--- src/rtl/cce_pkg.sv ---
// Package: shared constants and types of the cache command engine.
// Assumes a 4-bit command field and a two-way cache.
package cce_pkg;
    localparam int CMD_W    = 4;
    localparam int NUM_WAYS = 2;

    // Command codes recognised in the command field
    typedef enum logic [CMD_W-1:0] {
        CMD_ENABLE     = 4'b0010,
        CMD_UNLOCK_ALL = 4'b1010,
        CMD_INVAL_ALL  = 4'b1100
    } cmd_e;

    // Whole-cache walk kinds
    typedef enum logic {
        OP_UNLOCK = 1'b0,
        OP_INVAL  = 1'b1
    } walk_op_e;

    // Decoder result for one command write
    typedef struct packed {
        logic     start_walk;
        walk_op_e op;
        logic     set_enable;
        logic     accept;
        logic     reject;
    } dec_t;
endpackage

--- src/rtl/cce_decode.sv ---
// Module: cce_decode
// Purely combinational. Turns a command write into actions. Assumes the
// caller supplies the current busy flag. Writes made while busy are only
// flagged as rejected. Unknown codes made while idle give no action at all.
module cce_decode
    import cce_pkg::*;
(
    input  logic             wr,
    input  logic [CMD_W-1:0] code,
    input  logic             busy,
    output dec_t             dec
);
    // Decode the command code into walk/enable/reject actions
    always_comb begin
        dec = '0;
        if (wr && busy) begin
            dec.reject = 1'b1;
        end else if (wr) begin
            case (code)
                CMD_ENABLE: begin
                    dec.set_enable = 1'b1;
                    dec.accept     = 1'b1;
                end
                CMD_UNLOCK_ALL: begin
                    dec.start_walk = 1'b1;
                    dec.op         = OP_UNLOCK;
                    dec.accept     = 1'b1;
                end
                CMD_INVAL_ALL: begin
                    dec.start_walk = 1'b1;
                    dec.op         = OP_INVAL;
                    dec.accept     = 1'b1;
                end
                default: dec = '0;
            endcase
        end
    end
endmodule

--- src/rtl/cce_walker.sv ---
// Module: cce_walker
// Steps a set index from 0 to SETS-1, one set per clock, and drives the
// per-set strobes for the selected walk. Assumes start is only raised while
// idle. Needs SETS >= 2.
module cce_walker
    import cce_pkg::*;
#(
    parameter int SETS  = 8,
    localparam int SET_W = $clog2(SETS)
) (
    input  logic             clk,
    input  logic             rst_n,
    input  logic             start,
    input  walk_op_e         op_in,
    output logic             busy,
    output logic [SET_W-1:0] idx,
    output logic             clr_valid,
    output logic             clr_lock,
    output logic             lru_rst
);
    localparam logic [SET_W-1:0] LAST = SET_W'(SETS - 1);

    walk_op_e op_q;

    // Walk state: start, advance one set per cycle, stop after the last set
    always_ff @(posedge clk) begin
        if (!rst_n) begin
            busy <= 1'b0;
            idx  <= '0;
            op_q <= OP_UNLOCK;
        end else if (start) begin
            busy <= 1'b1;
            idx  <= '0;
            op_q <= op_in;
        end else if (busy) begin
            if (idx == LAST) busy <= 1'b0;
            else             idx  <= idx + 1'b1;
        end
    end

    // Strobes for the set currently addressed by the walk
    always_comb begin
        clr_lock  = busy && (op_q == OP_UNLOCK);
        clr_valid = busy && (op_q == OP_INVAL);
        lru_rst   = busy && (op_q == OP_INVAL);
    end

    AST_WALK_END: assert property (@(posedge clk) disable iff (!rst_n)
        busy && idx == LAST && !start |=> !busy);
    AST_WALK_STEP: assert property (@(posedge clk) disable iff (!rst_n)
        busy && idx != LAST && !start |=> busy && idx == SET_W'($past(idx) + 1));
    AST_WALK_BEGIN: assert property (@(posedge clk) disable iff (!rst_n)
        start |=> busy && idx == '0);
    AST_STB_EXCL: assert property (@(posedge clk) disable iff (!rst_n)
        $onehot0({clr_lock, clr_valid}));
endmodule

--- src/rtl/cce_tag_state.sv ---
// Module: cce_tag_state
// Holds the valid, lock and replacement bits of each set of a two-way cache.
// This storage is deliberately not reset, so that it keeps its contents
// across a reset. Walk strobes take priority over a fill to the same set.
module cce_tag_state
    import cce_pkg::*;
#(
    parameter int SETS  = 8,
    localparam int SET_W = $clog2(SETS)
) (
    input  logic                clk,
    input  logic                rst_n,
    input  logic [SET_W-1:0]    walk_set,
    input  logic                clr_valid,
    input  logic                clr_lock,
    input  logic                lru_rst,
    input  logic                fill_en,
    input  logic [SET_W-1:0]    fill_set,
    input  logic                fill_way,
    input  logic                fill_lock,
    input  logic [SET_W-1:0]    rd_set,
    output logic [NUM_WAYS-1:0] rd_valid,
    output logic [NUM_WAYS-1:0] rd_lock,
    output logic                rd_lru
);
    logic [NUM_WAYS-1:0] valid_q [SETS];
    logic [NUM_WAYS-1:0] lock_q  [SETS];
    logic                lru_q   [SETS];

    // Per-set update: a walk strobe wins, otherwise apply a fill
    always_ff @(posedge clk) begin
        for (int s = 0; s < SETS; s++) begin
            if (SET_W'(s) == walk_set && (clr_valid || clr_lock || lru_rst)) begin
                if (clr_valid) valid_q[s] <= '0;
                if (clr_lock)  lock_q[s]  <= '0;
                if (lru_rst)   lru_q[s]   <= 1'b0;
            end else if (fill_en && SET_W'(s) == fill_set) begin
                valid_q[s][fill_way] <= 1'b1;
                lock_q[s][fill_way]  <= fill_lock;
                lru_q[s]             <= ~fill_way;
            end
        end
    end

    // Combinational inspection read
    always_comb begin
        rd_valid = valid_q[rd_set];
        rd_lock  = lock_q[rd_set];
        rd_lru   = lru_q[rd_set];
    end

    AST_INVAL_DONE: assert property (@(posedge clk) disable iff (!rst_n)
        clr_valid && lru_rst |=> valid_q[$past(walk_set)] == '0 && !lru_q[$past(walk_set)]);
    AST_UNLOCK_DONE: assert property (@(posedge clk) disable iff (!rst_n)
        clr_lock |=> lock_q[$past(walk_set)] == '0);
    AST_UNLOCK_KEEPS_VALID: assert property (@(posedge clk) disable iff (!rst_n)
        clr_lock && !clr_valid |=> valid_q[$past(walk_set)] == $past(valid_q[walk_set]));
endmodule

--- src/rtl/cache_cmd_engine.sv ---
// Module: cache_cmd_engine (top)
// Command engine of a cache control register. It holds the enable and error
// bits, decodes command writes, runs whole-cache walks and owns the tag
// state. It assumes a single register writer and uses a synchronous
// active-low reset, which leaves the tag state untouched.
module cache_cmd_engine
    import cce_pkg::*;
#(
    parameter int SETS  = 8,
    localparam int SET_W = $clog2(SETS)
) (
    input  logic                clk,
    input  logic                rst_n,
    input  logic                cmd_wr,
    input  logic [CMD_W-1:0]    cmd_code,
    input  logic                fill_en,
    input  logic [SET_W-1:0]    fill_set,
    input  logic                fill_way,
    input  logic                fill_lock,
    input  logic [SET_W-1:0]    insp_set,
    output logic [NUM_WAYS-1:0] insp_valid,
    output logic [NUM_WAYS-1:0] insp_lock,
    output logic                insp_lru,
    output logic                cache_en,
    output logic                busy,
    output logic                cmd_err,
    output logic [SET_W-1:0]    walk_set,
    output logic                clr_valid_stb,
    output logic                clr_lock_stb,
    output logic                lru_rst_stb
);
    dec_t dec;

    cce_decode u_decode (
        .wr   (cmd_wr),
        .code (cmd_code),
        .busy (busy),
        .dec  (dec)
    );

    cce_walker #(.SETS(SETS)) u_walker (
        .clk       (clk),
        .rst_n     (rst_n),
        .start     (dec.start_walk),
        .op_in     (dec.op),
        .busy      (busy),
        .idx       (walk_set),
        .clr_valid (clr_valid_stb),
        .clr_lock  (clr_lock_stb),
        .lru_rst   (lru_rst_stb)
    );

    cce_tag_state #(.SETS(SETS)) u_tags (
        .clk       (clk),
        .rst_n     (rst_n),
        .walk_set  (walk_set),
        .clr_valid (clr_valid_stb),
        .clr_lock  (clr_lock_stb),
        .lru_rst   (lru_rst_stb),
        .fill_en   (fill_en),
        .fill_set  (fill_set),
        .fill_way  (fill_way),
        .fill_lock (fill_lock),
        .rd_set    (insp_set),
        .rd_valid  (insp_valid),
        .rd_lock   (insp_lock),
        .rd_lru    (insp_lru)
    );

    // Enable bit: cleared by reset, set by the enable command
    always_ff @(posedge clk) begin
        if (!rst_n)              cache_en <= 1'b0;
        else if (dec.set_enable) cache_en <= 1'b1;
    end

    // Sticky error: set by a write while busy, cleared by an accepted command
    always_ff @(posedge clk) begin
        if (!rst_n)          cmd_err <= 1'b0;
        else if (dec.reject) cmd_err <= 1'b1;
        else if (dec.accept) cmd_err <= 1'b0;
    end

    AST_BUSY_REJECT: assert property (@(posedge clk) disable iff (!rst_n)
        busy && cmd_wr |=> cmd_err && $stable(cache_en));
    AST_ENABLE_SETS: assert property (@(posedge clk) disable iff (!rst_n)
        !busy && cmd_wr && cmd_code == CMD_ENABLE |=> cache_en && !cmd_err && !busy);
    AST_UNKNOWN_HOLD: assert property (@(posedge clk) disable iff (!rst_n)
        !busy && cmd_wr && cmd_code != CMD_ENABLE && cmd_code != CMD_UNLOCK_ALL
        && cmd_code != CMD_INVAL_ALL |=> $stable(cache_en) && $stable(cmd_err) && !busy);
    AST_IDLE_NO_STB: assert property (@(posedge clk) disable iff (!rst_n)
        !busy |-> !clr_valid_stb && !clr_lock_stb && !lru_rst_stb);
endmodule

--- config.mk ---
export PLATFORM = sky130hd
export DESIGN_NAME = cache_cmd_engine
export DESIGN_NICKNAME = d
export VERILOG_FILES = /design/src/rtl/cce_pkg.sv /design/src/rtl/cce_decode.sv /design/src/rtl/cce_walker.sv /design/src/rtl/cce_tag_state.sv /design/src/rtl/cache_cmd_engine.sv
export SDC_FILE = /design/constraint.sdc
export NUM_CORES = 1
export LEC_CHECK = 0
export BUFFER_PORTS_ARGS = -buffer_cell sky130_fd_sc_hd__buf_4
export CAP_MARGIN = 20
export CORE_MARGIN = 2
export CORE_UTILIZATION = 52
export CTS_CLUSTER_SIZE = 12
export DETAILED_ROUTE_END_ITERATION = 6
export PLACE_DENSITY = 0.75
export REMOVE_ABC_BUFFERS = 1
export SYNTH_ARGS = -nofsm -noshare
export SYNTH_HDL_FRONTEND = slang
export SYNTH_HIERARCHICAL = 1
export SYNTH_SLANG_ARGS = --single-unit
--- constraint.sdc ---
create_clock -name clk -period 1.7 [get_ports clk]
set_input_delay 0.34 -clock clk [delete_from_list [all_inputs] [get_ports clk]]
set_output_delay 0.34 -clock clk [all_outputs]
set_load 0.02 [all_outputs]
==> metrics.md <==
| Metric | Value |
|---|---|
| Total vias in the final route | `2026` |
| Maximum achievable frequency | `514 MHz` |
| Utilization after layout | `66.1%` |
| Clock Path Buffers | `2` |
| Kind of end point of the critical path | `output port` |
| Register area share after synthesis | `about half` |
| Crit-path max cell delay | `0.47 ns` |
| Most frequent cell after synthesis | `sky130_fd_sc_hd__edfxtp_1` |
| Highest fanout seen on the critical path | `1` |
| Clock Skew | `approximately 0.0098 ns` |
| Critical Path Slowest Stage Cell | `sky130_fd_sc_hd__mux4_2` |
| Total design power | `2.32 mW` |
| Weighted congestion at the end of routability-driven global placement | `between 0.7 and 0.8` |
| Vertical extent of the die | `75.6 um` |
| Area of the core region | `5040 um2` |
| Wire length of the first global-routing pass | `9450 um` |
| Clock slew at reported path FFs | `roughly 0.090 ns` |
| Setup crit start | `u_tags/valid_q[1][1]$_DFFE_PP_` |
| Mean number of vias per cell | `5.94` |
| Number of top-level pins | `30` |
| Worst reg2reg endpoint | `u_tags/lock_q[0][1]$_DFFE_PP_` |
| Cell types with the largest area share after synthesis | `sky130_fd_sc_hd__edfxtp_1 (43%), sky130_fd_sc_hd__mux4_1 (9.8%), sky130_fd_sc_hd__dfxtp_1 (6.8%)` |
| Post-synth EDFFs | `38` |
| Wirelength per Cell | `18.0 um` |
| Clock root cell | `sky130_fd_sc_hd__clkbuf_8` |
| Failing checks | `setup timing` |
| Number of instances in the synthesized netlist | `213` |
| Initial core utilization | `52.9%` |
| Area growth from synthesis to layout | `24.9%` |
| Area of the die | `5720 um2` |
| Final critical delay including setup and external delays | `1.95 ns` |
| Fraction of final layout cells with drive strength greater than 1 | `41.3%` |
| Leakage dissipation | `1.14 nW` |
| Worst path buffer plus inverter count | `1` |
| Count of yosys warnings during synthesis | `6` |
| Final WL | `6160 um` |
| Die Span X | `75.6 um` |
| Global-route total usage across every layer | `23.2%` |
| Via count of the first global-routing pass | `1843` |
| Outcome | `finished, violations left` |
| Cts bufs inserted | `5` |
| Slew headroom | `74.9%` |
| Setup Crit Path Kind | `reg -> out` |
| VDD IR max | `0.487 mV` |
| Count of non-filler cells in the finished layout | `341` |
| Critical path destination | `insp_valid[1]` |
| Post-Synthesis Mean Instance Area | `12.5 um2` |
| Number of optimization iterations in the first detailed-route pass | `5` |
| Count of endpoints failing hold in the final timing report | `0` |
| Area share of the leading cell type in the synthesized netlist | `42.8%` |
| CTS H-tree depth | `2` |
| Placed Cells incl. Taps | `327` |
| Kind of cell adding the most delay to the critical path | `multiplexers` |
| Num Clock Sinks | `47` |
| Setup slack after layout | `-0.245 ns` |
| Iteration-0 DRC Markers | `205` |
| Critical Path Stages | `3` |
| Power density over cell area | `697 nW/um2` |
| Number of antenna violations at the first check in global routing | `0` |
| I/O Buffers | `29` |
| Hold-fix buffers, CTS | `0` |
| Slew at the pin closest to its max-slew limit | `around 0.38 ns` |
| Kind of start point of the critical path | `register` |
| Cell-by-cell trace of the critical path | `mux4_2 > mux2_4 > buf_6` |
| Unrepaired setup endpoints after global routing | `yes` |
| Tcrit/Tclk final | `114%` |
| Reg-to-reg setup timing slack | `roughly 0.08 ns` |
| Final setup violating endpoints | `5` |
| Class of the tightest hold or removal check | `in -> reg` |
| Number of register bits inferred by synthesis | `47` |
| Ys async rst share | `0%` |
| Distinct cell type count of the synthesized netlist | `39` |
| Number of nets in the finished design | `~290` |
| Arrival @ worst endpoint | `1.61 ns` |
| Number of max-cap violations | `0` |
| Synthesized area | `2670 um2` |
| Worst reg2reg path startpoint | `u_walker/busy$_SDFF_PN0_` |
| Most used DFF post-synth | `sky130_fd_sc_hd__edfxtp_1` |
| Max Transition Viols Final | `0` |
| Site Rows | `26` |
| Largest net degree at the start of global routing | `26` |
| Depth of the worst register-to-register path | `6` |
| Number of design rule violations left after detail routing | `0` |
| Detailed-placement wirelength estimate | `4390 um` |
| TritonCTS clock tree | `built` |
| DRT antenna net count | `0` |
| Dominant cell type by area after synthesis | `sky130_fd_sc_hd__edfxtp_1` |
| Antenna diodes | `0` |
| Required time reported for the critical path endpoint | `1.36 ns` |
| Overall overflow remaining after global route | `0` |
| Clock latency at the later pin of the worst-skew pair | `around 0.31 ns` |
| Most frequent cells after synthesis | `sky130_fd_sc_hd__edfxtp_1 (38), sky130_fd_sc_hd__nor2_1 (34), sky130_fd_sc_hd__o22ai_1 (28), sky130_fd_sc_hd__nand2_1 (14), sky130_fd_sc_hd__mux4_1 (10)` |
## kinds of logic after synthesis
family	share of synthesized area [%]
XOR/XNOR	0.656
buffers and inverters	3.37
adder cells (fa/ha/maj)	0.937
flip-flops	49.5
multiplexers	13.1
AO/OA/AOI/OAI	15.7
AND/OR/NAND/NOR	16.8
## where the power goes
| part | total, mW | internal (mW) | switching, mW |
|---|---|---|---|
| Sequential | 1.27 | 1.26 | 0.0142 |
| Clock | 0.731 | 0.332 | 0.399 |
| Combinational | 0.319 | 0.163 | 0.156 |
| Total | 2.32 | 1.76 | 0.569 |
## per-stage QoR
| step | TNS (ns) | setup slack [ns] | cell area (um2) | hold WS [ns] |
|---|---|---|---|---|
| 2_1_floorplan | -25.37 | -0.407 | 2590 | 0.424 |
| 3_3_place_gp | -0.771 | -0.136 | 3120 | 0.444 |
| 3_5_place_dp | -1.19 | -0.179 | 3120 | 0.448 |
| 4_1_cts | -1.20 | -0.248 | 3320 | 0.268 |
| 5_1_grt | -1.38 | -0.290 | 3330 | 0.274 |
| 6_report | -1.17 | -0.245 | 3330 | 0.271 |
## repair_timing
action,4_1_cts,5_1_grt
gates cloned,0,0
pin swaps,5,1
endpoints found under the setup margin,24,41
resized for setup,20,11
setup buffers,7,0
## state kept, by name, summed over array words and instances, names as in the netlist
name / flops
u_walker/busy: 1
u_walker/op_q: 1
cache_en: 1
u_tags/lock_q: 16
u_tags/lru_q: 8
u_walker/idx: 3
u_tags/valid_q: 16
cmd_err: 1
## layer usage
layer / vias to the layer above / wire length [um] / track usage (%)
met5: - / 0 / 0
met4: 0 / 144 / 9.55
met3: 12 / 408 / 3.57
met2: 100 / 3030 / 35.9
met1: 977 / 2570 / 32.8
li1: 937 / - / -
## cell usage in the layout (no fill, tap or decap), types with 4 or more instances in the layout
cell type	instances
sky130_fd_sc_hd__buf_4	54
sky130_fd_sc_hd__edfxtp_1	38
sky130_fd_sc_hd__nor2_1	34
sky130_fd_sc_hd__o22ai_1	27
sky130_fd_sc_hd__nand2_1	14
sky130_fd_sc_hd__mux4_2	10
sky130_fd_sc_hd__dfxtp_1	7
sky130_fd_sc_hd__clkbuf_8	6
sky130_fd_sc_hd__buf_6	6
sky130_fd_sc_hd__nand2b_1	5
sky130_fd_sc_hd__mux2_4	5
sky130_fd_sc_hd__o31ai_4	5
sky130_fd_sc_hd__inv_1	4
sky130_fd_sc_hd__o21ai_0	4
## how the worst min path moves through the flow
stage                                      start                           end  cells after the start
finish                                     rst_n      u_walker/busy$_SDFF_PN0_                      2
global route                               rst_n         cache_en$_SDFFE_PN0P_                      2
CTS                                        rst_n      u_walker/busy$_SDFF_PN0_                      2
detailed placement  u_tags/valid_q[4][1]$_DFF_P_  u_tags/valid_q[4][1]$_DFF_P_                      1
global placement    u_tags/valid_q[4][0]$_DFF_P_  u_tags/valid_q[4][0]$_DFF_P_                      1
floorplan           u_tags/valid_q[4][0]$_DFF_P_  u_tags/valid_q[4][0]$_DFF_P_                      1
## cell type report
type / instances / area (um2)
Clock inverter: 2 / 16.3
Sequential cell: 47 / 1320
Tap cell: 70 / 87.6
Clock buffer: 6 / 82.6
Timing Repair Buffer: 63 / 533
Inverter: 4 / 15.0
Fill cell: 384 / 1710
Multi-Input combinational cell: 149 / 1280
Note: power is estimated with default switching activity, not from simulation.
